[config.mk]
export PLATFORM = sky130hd
export DESIGN_NAME = tlb_fa
export DESIGN_NICKNAME = d
export VERILOG_FILES = /design/src/rtl/tlb_pkg.sv /design/src/rtl/tlb_entry_array.sv /design/src/rtl/tlb_match.sv /design/src/rtl/tlb_victim.sv /design/src/rtl/tlb_fa.sv
export SDC_FILE = /design/constraint.sdc
export NUM_CORES = 2
export LEC_CHECK = 0
export BUFFER_PORTS_ARGS = -buffer_cell sky130_fd_sc_hd__clkbuf_2
export CAP_MARGIN = 20
export CORE_MARGIN = 2
export CORE_UTILIZATION = 63
export DETAILED_ROUTE_END_ITERATION = 16
export PLACE_DENSITY = 0.8
export SETUP_SLACK_MARGIN = 0.1
export SYNTH_ARGS = -nofsm -noshare
export SYNTH_HDL_FRONTEND = slang
export SYNTH_SLANG_ARGS = --single-unit
[constraint.sdc]
create_clock -name clk -period 10.3 [get_ports clk]
set_input_delay 2.06 -clock clk [delete_from_list [all_inputs] [get_ports clk]]
set_output_delay 2.06 -clock clk [all_outputs]
set_load 0.05 [all_outputs]
[src/rtl/tlb_pkg.sv]
`timescale 1ns/1ps
package tlb_pkg;

    typedef enum logic [1:0] {
        ACC_READ  = 2'd0,
        ACC_WRITE = 2'd1,
        ACC_EXEC  = 2'd2,
        ACC_RSVD  = 2'd3
    } acc_t;

    typedef struct packed {
        logic r;
        logic w;
        logic x;
    } perm_t;

    // Decide whether a stored permission set admits the requested access.
    function automatic logic perm_allows(input perm_t p, input acc_t a);
        logic ok;
        unique case (a)
            ACC_READ:  ok = p.r;
            ACC_WRITE: ok = p.w;
            ACC_EXEC:  ok = p.x;
            ACC_RSVD:  ok = 1'b0;
        endcase
        return ok;
    endfunction

endpackage

[src/rtl/tlb_entry_array.sv]
`timescale 1ns/1ps
module tlb_entry_array
    import tlb_pkg::*;
#(
    parameter int N     = 32,
    parameter int VPN_W = 20,
    parameter int PPN_W = 20,
    localparam int IDX_W = $clog2(N)
) (
    input  logic                        clk,
    input  logic                        rst_n,
    input  logic                        flush,
    input  logic                        wr_en,
    input  logic [IDX_W-1:0]            wr_idx,
    input  logic [VPN_W-1:0]            wr_vpn,
    input  logic [PPN_W-1:0]            wr_ppn,
    input  perm_t                       wr_perm,
    output logic [N-1:0]                valid_o,
    output logic [N-1:0][VPN_W-1:0]     tags_o,
    output logic [N-1:0][PPN_W-1:0]     ppns_o,
    output perm_t [N-1:0]               perms_o
);

    logic [N-1:0] valid_q;

    for (genvar g = 0; g < N; g++) begin : g_entry
        logic sel;
        assign sel = wr_en && !flush && (wr_idx == IDX_W'(g));

        always_ff @(posedge clk or negedge rst_n) begin
            if (!rst_n) begin
                valid_q[g] <= 1'b0;
            end else if (flush) begin
                valid_q[g] <= 1'b0;
            end else if (sel) begin
                valid_q[g] <= 1'b1;
            end
        end

        always_ff @(posedge clk) begin
            if (sel) begin
                tags_o[g]  <= wr_vpn;
                ppns_o[g]  <= wr_ppn;
                perms_o[g] <= wr_perm;
            end
        end
    end

    assign valid_o = valid_q;

    // an accepted write is present in the chosen slot one edge later
    assert_refill_lands_R5: assert property (@(posedge clk) disable iff (!rst_n)
        (wr_en && !flush) |=> (valid_q[$past(wr_idx)] && tags_o[$past(wr_idx)] == $past(wr_vpn)));

    // after a flush edge nothing is valid
    assert_flush_clears_R9: assert property (@(posedge clk) disable iff (!rst_n)
        flush |=> (valid_q == '0));

endmodule

[src/rtl/tlb_match.sv]
`timescale 1ns/1ps
module tlb_match
    import tlb_pkg::*;
#(
    parameter int N     = 32,
    parameter int VPN_W = 20,
    parameter int PPN_W = 20
) (
    input  logic [N-1:0]                valid,
    input  logic [N-1:0][VPN_W-1:0]     tags,
    input  logic [N-1:0][PPN_W-1:0]     ppns,
    input  perm_t [N-1:0]               perms,
    input  logic [VPN_W-1:0]            vpn,
    output logic [N-1:0]                match_vec,
    output logic                        hit_any,
    output logic [PPN_W-1:0]            hit_ppn,
    output perm_t                       hit_perm
);

    for (genvar g = 0; g < N; g++) begin : g_cmp
        assign match_vec[g] = valid[g] && (tags[g] == vpn);
    end

    assign hit_any = |match_vec;

    // AND-OR mux: relies on at most one match being active
    always_comb begin
        hit_ppn  = '0;
        hit_perm = '0;
        for (int i = 0; i < N; i++) begin
            hit_ppn  = hit_ppn  | (ppns[i]  & {PPN_W{match_vec[i]}});
            hit_perm = hit_perm | (perms[i] & {3{match_vec[i]}});
        end
    end

endmodule

[src/rtl/tlb_victim.sv]
`timescale 1ns/1ps
module tlb_victim #(
    parameter int N     = 32,
    parameter int VPN_W = 20,
    localparam int IDX_W = $clog2(N)
) (
    input  logic                        clk,
    input  logic                        rst_n,
    input  logic [N-1:0]                valid,
    input  logic [N-1:0][VPN_W-1:0]     tags,
    input  logic [VPN_W-1:0]            rf_vpn,
    input  logic                        advance,
    output logic [IDX_W-1:0]            victim_idx
);

    logic [N-1:0]     same_vec;
    logic             same_hit;
    logic [IDX_W-1:0] same_idx;
    logic             free_any;
    logic [IDX_W-1:0] free_idx;
    logic [IDX_W-1:0] rr_ptr;

    for (genvar g = 0; g < N; g++) begin : g_same
        assign same_vec[g] = valid[g] && (tags[g] == rf_vpn);
    end

    assign same_hit = |same_vec;

    always_comb begin
        same_idx = '0;
        for (int i = 0; i < N; i++) begin
            if (same_vec[i]) same_idx = IDX_W'(i);
        end
    end

    // Downward scan so the lowest invalid index wins
    always_comb begin
        free_any = 1'b0;
        free_idx = '0;
        for (int i = N - 1; i >= 0; i--) begin
            if (!valid[i]) begin
                free_any = 1'b1;
                free_idx = IDX_W'(i);
            end
        end
    end

    always_comb begin
        if (same_hit)      victim_idx = same_idx;
        else if (free_any) victim_idx = free_idx;
        else               victim_idx = rr_ptr;
    end

    always_ff @(posedge clk or negedge rst_n) begin
        if (!rst_n) begin
            rr_ptr <= '0;
        end else if (advance) begin
            rr_ptr <= (rr_ptr == IDX_W'(N - 1)) ? '0 : rr_ptr + 1'b1;
        end
    end

    // a new tag with free room never lands on a live entry
    assert_free_slot_R7: assert property (@(posedge clk) disable iff (!rst_n)
        (advance && !same_hit && free_any) |-> !valid[victim_idx]);

    // pointer holds still without a refill
    assert_ptr_hold_R8: assert property (@(posedge clk) disable iff (!rst_n)
        !advance |=> $stable(rr_ptr));

endmodule

[src/rtl/tlb_fa.sv]
`timescale 1ns/1ps
module tlb_fa
    import tlb_pkg::*;
#(
    parameter int ENTRIES = 32,
    parameter int VA_W    = 32,
    parameter int PA_W    = 32,
    parameter int OFS_W   = 12,
    localparam int VPN_W  = VA_W - OFS_W,
    localparam int PPN_W  = PA_W - OFS_W,
    localparam int IDX_W  = $clog2(ENTRIES)
) (
    input  logic              clk,
    input  logic              rst_n,
    input  logic              flush,
    input  logic              lk_valid,
    input  logic [VA_W-1:0]   lk_vaddr,
    input  logic [1:0]        lk_acc,
    output logic              lk_hit,
    output logic              lk_miss,
    output logic              lk_pa_valid,
    output logic              lk_fault,
    output logic [PA_W-1:0]   lk_paddr,
    input  logic              rf_valid,
    input  logic [VPN_W-1:0]  rf_vpn,
    input  logic [PPN_W-1:0]  rf_ppn,
    input  logic              rf_perm_r,
    input  logic              rf_perm_w,
    input  logic              rf_perm_x
);

    logic [ENTRIES-1:0]             valid;
    logic [ENTRIES-1:0][VPN_W-1:0]  tags;
    logic [ENTRIES-1:0][PPN_W-1:0]  ppns;
    perm_t [ENTRIES-1:0]            perms;
    logic [ENTRIES-1:0]             match_vec;
    logic                           hit_any;
    logic [PPN_W-1:0]               hit_ppn;
    perm_t                          hit_perm;
    logic [IDX_W-1:0]               victim_idx;
    logic                           refill_go;
    logic                           allowed;
    perm_t                          rf_perm;

    assign refill_go = rf_valid && !flush;
    assign rf_perm   = '{r: rf_perm_r, w: rf_perm_w, x: rf_perm_x};

    tlb_entry_array #(.N(ENTRIES), .VPN_W(VPN_W), .PPN_W(PPN_W)) u_array (
        .clk     (clk),
        .rst_n   (rst_n),
        .flush   (flush),
        .wr_en   (rf_valid),
        .wr_idx  (victim_idx),
        .wr_vpn  (rf_vpn),
        .wr_ppn  (rf_ppn),
        .wr_perm (rf_perm),
        .valid_o (valid),
        .tags_o  (tags),
        .ppns_o  (ppns),
        .perms_o (perms)
    );

    tlb_match #(.N(ENTRIES), .VPN_W(VPN_W), .PPN_W(PPN_W)) u_match (
        .valid     (valid),
        .tags      (tags),
        .ppns      (ppns),
        .perms     (perms),
        .vpn       (lk_vaddr[VA_W-1:OFS_W]),
        .match_vec (match_vec),
        .hit_any   (hit_any),
        .hit_ppn   (hit_ppn),
        .hit_perm  (hit_perm)
    );

    tlb_victim #(.N(ENTRIES), .VPN_W(VPN_W)) u_victim (
        .clk        (clk),
        .rst_n      (rst_n),
        .valid      (valid),
        .tags       (tags),
        .rf_vpn     (rf_vpn),
        .advance    (refill_go),
        .victim_idx (victim_idx)
    );

    always_comb begin
        allowed     = perm_allows(hit_perm, acc_t'(lk_acc));
        lk_hit      = lk_valid && hit_any;
        lk_miss     = lk_valid && !hit_any;
        lk_pa_valid = lk_hit && allowed;
        lk_fault    = lk_hit && !allowed;
        lk_paddr    = lk_hit ? {hit_ppn, lk_vaddr[OFS_W-1:0]} : '0;
    end

    // tags stay unique, so at most one comparator fires
    assert_single_match_R6: assert property (@(posedge clk) disable iff (!rst_n)
        $onehot0(match_vec));

    // a lookup right after a flush cannot hit
    assert_flush_no_hit_R9: assert property (@(posedge clk) disable iff (!rst_n)
        flush |=> !lk_hit);

    // a fault only on a hit, and never with a valid address
    assert_fault_excl_R4: assert property (@(posedge clk) disable iff (!rst_n)
        lk_fault |-> (lk_hit && !lk_pa_valid));

    // page offset passes through on a hit
    assert_offset_pass_R2: assert property (@(posedge clk) disable iff (!rst_n)
        lk_hit |-> (lk_paddr[OFS_W-1:0] == lk_vaddr[OFS_W-1:0]));

    // idle lookup port is silent
    assert_idle_quiet_R10: assert property (@(posedge clk) disable iff (!rst_n)
        !lk_valid |-> !(lk_hit || lk_miss || lk_pa_valid || lk_fault));

endmodule

==> flow_summary.json <==
{
  "cts_sinks": 1413,
  "grt_max_degree": 51,
  "grtUsageTotal_pct": 40.24,
  "rr_startpoint": "u_array.tags_o[586]$_DFFE_PP_",
  "design.portCount": 118,
  "post-route-period-util_pct": 82.00,
  "drive_gt1_share_pct": 12.43,
  "setup-violations-final": 0,
  "min_period_ns": 8.446,
  "yosys_register_bits": 1413,
  "ctsHoldBuffers": 0,
  "rsz0062_at_grt": "false",
  "synth-seq-area-share_pct": 64.75,
  "netlist_area_um2": 65240,
  "drt-total-wl_mm": 216.1,
  "tns_ns": 0,
  "grt_pass1_vias": 43397,
  "fin_nets": 4743,
  "wl_per_cell_um": 35.13,
  "die_w_um": 325.8,
  "synth_edf_count": 1376,
  "overflow": 0,
  "yosysWarnings": 0,
  "ctsRootBufferMaster": "clkbuf_16",
  "total_power_uw": 12250,
  "drt-initial-drc-count": 7202,
  "post_cts_resized": 0,
  "path_max_fanout": 23,
  "synthFlopType": "edfxtp_1",
  "worst-slew-pin-transition_ns": 1.145,
  "cts_buffers": 142,
  "p_leak_uw": 0.02296,
  "status": "completed",
  "cap_violations": 0,
  "crit_path_end_kind": "output pin",
  "grt_pass1_wl_mm": 304.9,
  "cts_setup_buffers": 0,
  "worstPathRequired_ns": 8.24,
  "core-area_um2": 103100,
  "max_stage_delay_ns": 0.79,
  "worstSetupStartpoint": "lk_vaddr[14]",
  "die_y_um": 325.8,
  "syn_avg_cell_area_um2": 14.52,
  "cts.path.max_buffers": 3,
  "cellPowerDensity_nw_per_um2": 168.7,
  "synth_cells": 4492,
  "multiInputGateArea_um2": 21920,
  "cp_data_arrival_time_ns": 6.39,
  "slew_headroom_pct": 23.05,
  "fillers": 6768,
  "hpwlAfterDp_mm": 124.6,
  "slew_viol_final": 0,
  "drtPass1Iterations": 10,
  "port_buffers": 117,
  "routabilityCongestion": 1.039,
  "fin_skew_ns": 0.07955,
  "h-tree-depth": 4,
  "dieArea_um2": 106100,
  "viasPerCell": 7.223,
  "vdd_drop_max_mv": 0.1832,
  "ys_types": 84,
  "synth_nets": 4576,
  "antenna_found_initial": 2,
  "worstHoldPathType": "reg -> reg",
  "initial_core_util_pct": 63.31,
  "seqCellArea_um2": 42250,
  "hold_violations": 0,
  "slowest_stage": "buf_2",
  "core.rowCount": 118,
  "fmax_mhz": 118.4,
  "syn_to_final_growth_pct": 11.29,
  "startpoint_type": "input pin",
  "ant_nets": 0,
  "hp-start": "u_victim.rr_ptr[1]$_DFFE_PN0P_",
  "worstSkewPairLatency_ns": 0.81,
  "async_reset_ff_share_pct": 2.619,
  "vias": 44428,
  "fin_util_pct": 70.46,
  "postPlaceCellArea_um2": 67980,
  "cts_tree": "built",
  "worstSetupPathType": "in -> out",
  "clkTransAtPathRegs_ns": 0.06,
  "final_area_um2": 72610,
  "drcViolationCount": 0,
  "cp_cell_sequence": "buf_2 -> buf_4 -> xor2_1 -> nor4_1 -> nand4_1 -> nor4_2 -> buf_4 -> a221oi_1 -> nand4_1 -> o21bai_1 -> a22o_1 -> and2_1 -> clkbuf_2"
}
-- layer usage --
metal	track usage, %	up-vias	wire length (um)
li1	-	17713	-
met1	52.43	21596	73590
met2	62.99	4191	98230
met3	9.755	926	30610
met4	21.63	2	13630
met5	0	-	13
-- flip-flops by register name, summed over array words and instances (netlist names) --
| name | cells |
|---|---|
| u_array.perms_o | 96 |
| u_array.tags_o | 640 |
| u_array.ppns_o | 640 |
| u_array.valid_o | 32 |
| u_victim.rr_ptr | 5 |
-- metrics by stage --
step                      setup WS [ns]  instances  hold WS [ns]
after floorplan                  0.7028       4492        0.4941
final                             1.854       6151        0.5671
after detailed placement          2.092       5895        0.5576
after global routing              1.793       6150        0.6002
after CTS                         2.016       6150        0.5730
after global placement            2.067       5895        0.5223
-- layout by cell type, fill, tap and decap left out, types with 22 or more instances in the layout --
cell type | synthesis | final
nand2_1 | 65 | 65
nor4_2 | 1 | 40
nand2b_1 | 23 | 22
inv_1 | 31 | 31
nand4_1 | 318 | 318
clkbuf_16 | 0 | 143
nor4_1 | 212 | 173
a22o_1 | 139 | 139
a221oi_1 | 142 | 142
nor4b_1 | 26 | 23
clkbuf_1 | 89 | 25
a22oi_1 | 89 | 89
clkinv_1 | 0 | 32
nand3_1 | 126 | 126
buf_4 | 41 | 164
edfxtp_1 | 1376 | 1376
clkinv_2 | 0 | 22
xnor2_1 | 669 | 669
xor2_1 | 603 | 603
dfrtp_1 | 37 | 37
clkbuf_2 | 0 | 81
nor2_1 | 49 | 47
nor3_1 | 82 | 65
-- cell families (layout without fill, tap and decap cells) --
group                    after synthesis  count (layout)  synth area share (%)
AO/OA/AOI/OAI                        480             480                 6.260
XOR/XNOR                            1273            1273                 17.10
adder cells (fa/ha/maj)                2               2               0.03835
buffers and inverters                282             560                 2.274
flip-flops                          1413            1413                 64.75
multiplexers                           1               1               0.01726
other                                  0               1                     0
AND/OR/NAND/NOR                     1041            1041                 9.558
-- cells in the mapped netlist (15+ instances only) --
library cell | count | area, um^2
o32ai_1 | 15 | 131.4
nand4_1 | 318 | 1989
buf_4 | 41 | 307.8
or4_1 | 16 | 120.1
buf_1 | 49 | 183.9
nor3_1 | 82 | 410.4
a22oi_1 | 89 | 668.1
inv_1 | 31 | 116.4
xor2_1 | 603 | 5281
a22o_1 | 139 | 1217
o21ai_0 | 15 | 75.07
nand2b_1 | 23 | 143.9
buf_2 | 43 | 215.2
clkbuf_1 | 89 | 334.1
nand3_1 | 126 | 630.6
edfxtp_1 | 1376 | 41320
nand2_1 | 65 | 244.0
buf_6 | 29 | 326.6
xnor2_1 | 669 | 5859
nor4b_1 | 26 | 227.7
nor3b_1 | 18 | 135.1
or2_2 | 21 | 131.4
and3_1 | 16 | 100.1
dfrtp_1 | 37 | 925.9
nor2_1 | 49 | 183.9
nor4_1 | 212 | 1326
a221oi_1 | 142 | 1244
-- area by class of cell --
class	instances	area share (%)
Antenna cell	1	0.003446
Clock buffer	172	5.133
Clock inverter	83	1.236
Inverter	31	0.1603
Multi-Input combinational cell	2797	30.18
Sequential cell	1413	58.18
Tap cell	1380	2.378
Timing Repair Buffer	274	2.723
-- where the power goes --
group          internal [uW]  switching [uW]  total (uW)
sequential              6330            20.2        6350
clock                   2870            2290        5160
combinational            216             524         740
total                   9420            2830       12200
-- worst max-delay path: cells and delay by family --
kind                   cells  cell delay, ns
XOR/XNOR                   1            0.16
AO/OA/AOI/OAI              3            0.56
AND/OR/NAND/NOR            5            1.53
buffers and inverters      4            2.01
-- path summary, 6_finish.rpt --
path                                              endpoint  slack (ns)  cells past startpoint
setup reg to reg             u_array.ppns_o[188]$_DFFE_PP_        4.90                     12
hold / removal              u_victim.rr_ptr[1]$_DFFE_PN0P_        0.57                      2
min in group asynchronous   u_victim.rr_ptr[2]$_DFFE_PN0P_        1.43                      1
hold reg to reg             u_victim.rr_ptr[1]$_DFFE_PN0P_        0.57                      2
setup / recovery                                  lk_fault        1.85                     13
max in group asynchronous  u_array.valid_o[25]$_DFFE_PN0P_        8.18                      1
(Power assumes the default switching activity.)
